**config.mk**
```make
export PLATFORM = sky130hd
export DESIGN_NAME = bootwin_decoder
export DESIGN_NICKNAME = d
export VERILOG_FILES = /design/src/rtl/bootwin_pkg.sv /design/src/rtl/bootwin_regs.sv /design/src/rtl/bootwin_match.sv /design/src/rtl/bootwin_cs.sv /design/src/rtl/bootwin_decoder.sv
export SDC_FILE = /design/constraint.sdc
export NUM_CORES = 1
export LEC_CHECK = 0
export ABC_AREA = 1
export BUFFER_PORTS_ARGS = -buffer_cell sky130_fd_sc_hd__buf_2
export CAP_MARGIN = 15
export CORE_MARGIN = 5
export CORE_UTILIZATION = 47
export CTS_CLUSTER_DIAMETER = 120
export CTS_CLUSTER_SIZE = 30
export DETAILED_ROUTE_END_ITERATION = 8
export PLACE_DENSITY = 0.88
export SLEW_MARGIN = 25
export SYNTH_ARGS = -nofsm -noshare
export SYNTH_HDL_FRONTEND = slang
export SYNTH_SLANG_ARGS = --single-unit
```
**constraint.sdc**
```tcl
create_clock -name clk -period 2.12 [get_ports clk]
set_input_delay 0 -clock clk [delete_from_list [all_inputs] [get_ports clk]]
set_output_delay 0 -clock clk [all_outputs]
set_load 0.02 [all_outputs]
```
**src/rtl/bootwin_pkg.sv**
```systemverilog
package bootwin_pkg;

    typedef enum logic [1:0] {
        BUS_IDLE   = 2'd0,
        BUS_MEM_RD = 2'd1,
        BUS_OTHER  = 2'd2
    } bus_kind_e;

    // Classify the sampled strobes; only a lone memory read counts as a read.
    function automatic bus_kind_e classify(input logic mem_rd_n, input logic mem_wr_n,
                                           input logic io_rd_n,  input logic io_wr_n);
        logic [3:0] act;
        act = ~{mem_rd_n, mem_wr_n, io_rd_n, io_wr_n};
        if (act == 4'b0000)      return BUS_IDLE;
        else if (act == 4'b1000) return BUS_MEM_RD;
        else                     return BUS_OTHER;
    endfunction

endpackage

```
**src/rtl/bootwin_regs.sv**
```systemverilog
module bootwin_regs #(
    parameter int ADDR_W = 20,
    parameter int GRAN_W = 12,
    parameter int REG_AW = 8,
    parameter logic [REG_AW-1:0] BASE_OFS = 8'h30,
    parameter logic [REG_AW-1:0] MASK_OFS = 8'h34
) (
    input  logic                       clk,
    input  logic                       rst_n,
    input  logic                       wr_en,
    input  logic [REG_AW-1:0]          wr_addr,
    input  logic [ADDR_W-GRAN_W-1:0]   wr_page,
    output logic [ADDR_W-GRAN_W-1:0]   base_page,
    output logic [ADDR_W-GRAN_W-1:0]   mask_page
);
    localparam int PAGE_W = ADDR_W - GRAN_W;

    typedef struct packed {
        logic [PAGE_W-1:0] base;
        logic [PAGE_W-1:0] mask;
    } regs_t;

    regs_t regs_d, regs_q;

    always_comb begin
        regs_d = regs_q;
        if (wr_en) begin
            if (wr_addr == BASE_OFS) regs_d.base = wr_page;
            if (wr_addr == MASK_OFS) regs_d.mask = wr_page;
        end
    end

    always_ff @(posedge clk or negedge rst_n) begin
        if (!rst_n) regs_q <= '0;
        else        regs_q <= regs_d;
    end

    assign base_page = regs_q.base;
    assign mask_page = regs_q.mask;

endmodule

```
**src/rtl/bootwin_match.sv**
```systemverilog
module bootwin_match #(
    parameter int PAGE_W = 8
) (
    input  logic [PAGE_W-1:0] addr_page,
    input  logic [PAGE_W-1:0] base_page,
    input  logic [PAGE_W-1:0] mask_page,
    output logic              win_en,
    output logic              hit
);
    logic [PAGE_W-1:0] bit_ok;

    // Per page bit: either masked out, or address agrees with base.
    for (genvar i = 0; i < PAGE_W; i++) begin : g_bit
        assign bit_ok[i] = ~mask_page[i] | (addr_page[i] ~^ base_page[i]);
    end

    assign win_en = |mask_page;
    assign hit    = win_en & (&bit_ok);

endmodule

```
**src/rtl/bootwin_cs.sv**
```systemverilog
module bootwin_cs
    import bootwin_pkg::*;
(
    input  logic clk,
    input  logic rst_n,
    input  logic mem_rd_n,
    input  logic mem_wr_n,
    input  logic io_rd_n,
    input  logic io_wr_n,
    input  logic hit,
    output logic cs_n
);
    typedef struct packed {
        logic cs_n;
    } cs_state_t;

    cs_state_t st_d, st_q;
    bus_kind_e kind;

    always_comb begin
        kind    = classify(mem_rd_n, mem_wr_n, io_rd_n, io_wr_n);
        st_d    = st_q;
        st_d.cs_n = !((kind == BUS_MEM_RD) && hit);
    end

    always_ff @(posedge clk or negedge rst_n) begin
        if (!rst_n) st_q <= '{cs_n: 1'b1};
        else        st_q <= st_d;
    end

    assign cs_n = st_q.cs_n;

endmodule

```
**src/rtl/bootwin_decoder.sv**
```systemverilog
module bootwin_decoder #(
    parameter int ADDR_W = 20,
    parameter int GRAN_W = 12,
    parameter int REG_AW = 8,
    parameter logic [REG_AW-1:0] BASE_OFS = 8'h30,
    parameter logic [REG_AW-1:0] MASK_OFS = 8'h34
) (
    input  logic              clk,
    input  logic              rst_n,
    input  logic              reg_wr,
    input  logic [REG_AW-1:0] reg_addr,
    input  logic [ADDR_W-1:0] reg_wdata,
    input  logic [ADDR_W-1:0] host_addr,
    input  logic              mem_rd_n,
    input  logic              mem_wr_n,
    input  logic              io_rd_n,
    input  logic              io_wr_n,
    output logic              rom_cs_n
);
    localparam int PAGE_W = ADDR_W - GRAN_W;

    logic [PAGE_W-1:0] base_page;
    logic [PAGE_W-1:0] mask_page;
    logic              win_en;
    logic              hit;
    logic              unused_low;

    // Sub-page bits never take part in the decode.
    assign unused_low = ^{reg_wdata[GRAN_W-1:0], host_addr[GRAN_W-1:0], win_en};

    bootwin_regs #(
        .ADDR_W(ADDR_W), .GRAN_W(GRAN_W), .REG_AW(REG_AW),
        .BASE_OFS(BASE_OFS), .MASK_OFS(MASK_OFS)
    ) u_regs (
        .clk       (clk),
        .rst_n     (rst_n),
        .wr_en     (reg_wr),
        .wr_addr   (reg_addr),
        .wr_page   (reg_wdata[ADDR_W-1:GRAN_W]),
        .base_page (base_page),
        .mask_page (mask_page)
    );

    bootwin_match #(.PAGE_W(PAGE_W)) u_match (
        .addr_page (host_addr[ADDR_W-1:GRAN_W]),
        .base_page (base_page),
        .mask_page (mask_page),
        .win_en    (win_en),
        .hit       (hit)
    );

    bootwin_cs u_cs (
        .clk      (clk),
        .rst_n    (rst_n),
        .mem_rd_n (mem_rd_n),
        .mem_wr_n (mem_wr_n),
        .io_rd_n  (io_rd_n),
        .io_wr_n  (io_wr_n),
        .hit      (hit),
        .cs_n     (rom_cs_n)
    );

endmodule

```
==> out/qor.csv <==
metric,value,unit
crit_cells,1,
ff2ff_path_depth,5,
powerDensity,495,nW/um^2
muxShareOfSynthArea,0,%
grt_pass1_vias,950,
synth_xor_area_share,0,%
end_kind,primary output,
cap_viol_max_count,0,
crit_family,flip-flops,
die_y,56.7,um
leakage,0.000721,uW
yosys.area_share.simple,40.4,%
drc_errors,0,
slew-limit-headroom,75.1,%
cp-endpoint,rom_cs_n,
syn_nets,191,
syn_area,1020,um^2
vdd_drop_max,0.227,mV
dieArea,3210,um^2
cts_tree,done,
fin_crit,0.975,ns
wire_per_inst,10.8,um
worst_slew_pin_slew,0.373,ns
rsz0062_at_grt,no,
synth_compound_area_share,7.33,%
grt_max_degree,18,
worst_path_largest_cell_delay,0.53,ns
fmax,1030,MHz
yosys.area_share.adder,0,%
min_path_type,in2reg,
vias,957,
wirelength,2.22,mm
nNetsFinal,234,
coreArea,2150,um^2
yosys_warnings,0,
placedInstanceArea,1190,um^2
ys_top_cells_by_area,"dfrtp_1, nand2_1, nand3_1",
insertion_delay,0.30,ns
cp.arrival,0.98,ns
skew,0.00729,ns
gp_congestion,0.786,
place_hpwl,1.64,mm
critPathRequiredTime,2.12,ns
post-route-util,61.0,%
port_buffers,31,
cp_slowest_cell,dfstp_2,
seq_area,427,um^2
vias_per_cell,4.65,
synth_seq_cells,17,
row_count,17,
diodes,0,
regToRegStartpoint,u_regs.base_page[7]$_DFFE_PN0P_,
dr.pass1.iters,4,
critPathLaunchType,flop,
avgSynthCellArea,7.53,um^2
path_buf_inv,1,
die_w,56.7,um
area_delta_synth_final,27.8,%
crit_start,u_cs.cs_n$_DFF_PN1_,
gr-total-overflow,0,
start_util,47.7,%
multi_input_area,489,um^2
gr-usage-all-layers,14.8,%
ios,56,
period_share,46.0,%
cp_max_fo,1,
cts_buffer_depth,2,
timing.final.max_slew_violations,0,
final_cell_mix,"nand2_1, buf_2, inv_1",
synth_top_family_by_area,simple AND/OR/NAND/NOR gates,
hold_viol,0,
clkSlewWorstSetupHoldPaths,0.10,ns
cts-buffers-inserted,3,
critPathKind,reg2out,
r2r_slack,1.25,ns
cts_setup_buffers,0,
yosys.area.top_type_share,39.1,%
yosysTopAreaCell,dfrtp_1,
drive_gt1_share,31.5,%
antenna_found_initial,0,
outcome,completed,
fillCellCount,200,
fin_setup_tns,0,ns
design_area,1310,um^2
mostFrequentLayoutCell,nand2_1,
synthCells,136,
yosysSeqAreaShare,41.6,%
htreeDepth,1,
rr_endpoint,u_cs.cs_n$_DFF_PN1_,
worstHoldPathCells,5,
root_buffer,clkbuf_4,
path_cells,buf_2,
postRouteAntennaNets,0,
ys_types,16,
grt_pass1_wl,3.66,mm
drtIter0Drc,28,
setup_viol,0,
clock_sinks,17,
-- registers in the layout, indices dropped and copies added (netlist names) --
name and count:
u_regs.base_page 8, u_regs.mask_page 8, u_cs.cs_n 1
-- worst register-to-register path: stages, from the launching register on --
cell and delay [ns]:
dfrtp_1 0.41, nand2_1 0.06, nand2_1 0.05, o21ai_0 0.17, nor2_1 0.07, nand3_1 0.06
-- power by group --
group	internal [uW]	total (uW)	switching [uW]
clock	70.4	178	107
combinational	57.1	120	62.9
sequential	339	351	11.9
total	467	649	182
-- metal layers --
layer | vias up | global-route usage [%] | part of all wire [%] | wire, um
met5 | - | 0 | 0 | 0
li1 | 499 | - | - | -
met1 | 427 | 14.3 | 39 | 868
met3 | 5 | 4.14 | 6.9 | 153
met2 | 26 | 27.2 | 52 | 1150
met4 | 0 | 8.81 | 2.4 | 54
-- what timing repair did --
item	in CTS	in global routing
gates resized for setup	0	0
hold buffers	9	0
hold endpoints to repair	33	0
-- metrics by stage --
stage	worst slack, ns	std cells	total power [uW]	hold WS [ns]
floorplan	1.34	136	415	-0.296
global placement	1.14	193	459	-0.0669
detailed placement	1.09	193	465	-0.0636
CTS	1.13	206	655	0.0449
global route	1.10	206	685	0.0686
finish	1.14	206	649	0.0515
-- how the worst min path moves through the flow --
stage,slack [ns],end,start
2_1_floorplan,-0.30,u_regs.base_page[0]$_DFFE_PN0P_,rst_n
3_3_place_gp,-0.07,u_regs.base_page[0]$_DFFE_PN0P_,rst_n
3_5_place_dp,-0.06,u_regs.base_page[0]$_DFFE_PN0P_,rst_n
4_1_cts,0.04,u_cs.cs_n$_DFF_PN1_,host_addr[12]
5_1_grt,0.07,u_cs.cs_n$_DFF_PN1_,host_addr[12]
6_report,0.05,u_cs.cs_n$_DFF_PN1_,host_addr[12]
-- area by class of cell --
type	count	share of cell area [%]
multi-input cells	94	37.3
well taps	28	2.67
flip-flops and latches	17	32.6
clock inverters	1	0.382
clock buffers	3	1.72
repair buffers	40	18.7
inverters	23	6.59
-- cells by family (layout without fill, tap and decap cells) --
group,count (synthesis),after routing
DFF,17,17
AOI/OAI and AO/OA,9,9
buffers and inverters,25,67
and+or+nand+nor,85,85
-- cell usage after synthesis --
master	instances
nand2_4	2
inv_2	2
nand2_2	2
nand3_1	16
o21ai_0	1
nand3_4	1
nor2_4	3
nand3_2	1
dfrtp_1	16
buf_6	2
nand2_1	46
o21ai_2	8
nor2_1	13
dfstp_2	1
inv_1	21
nor3_4	1
(Power assumes the default switching activity.)
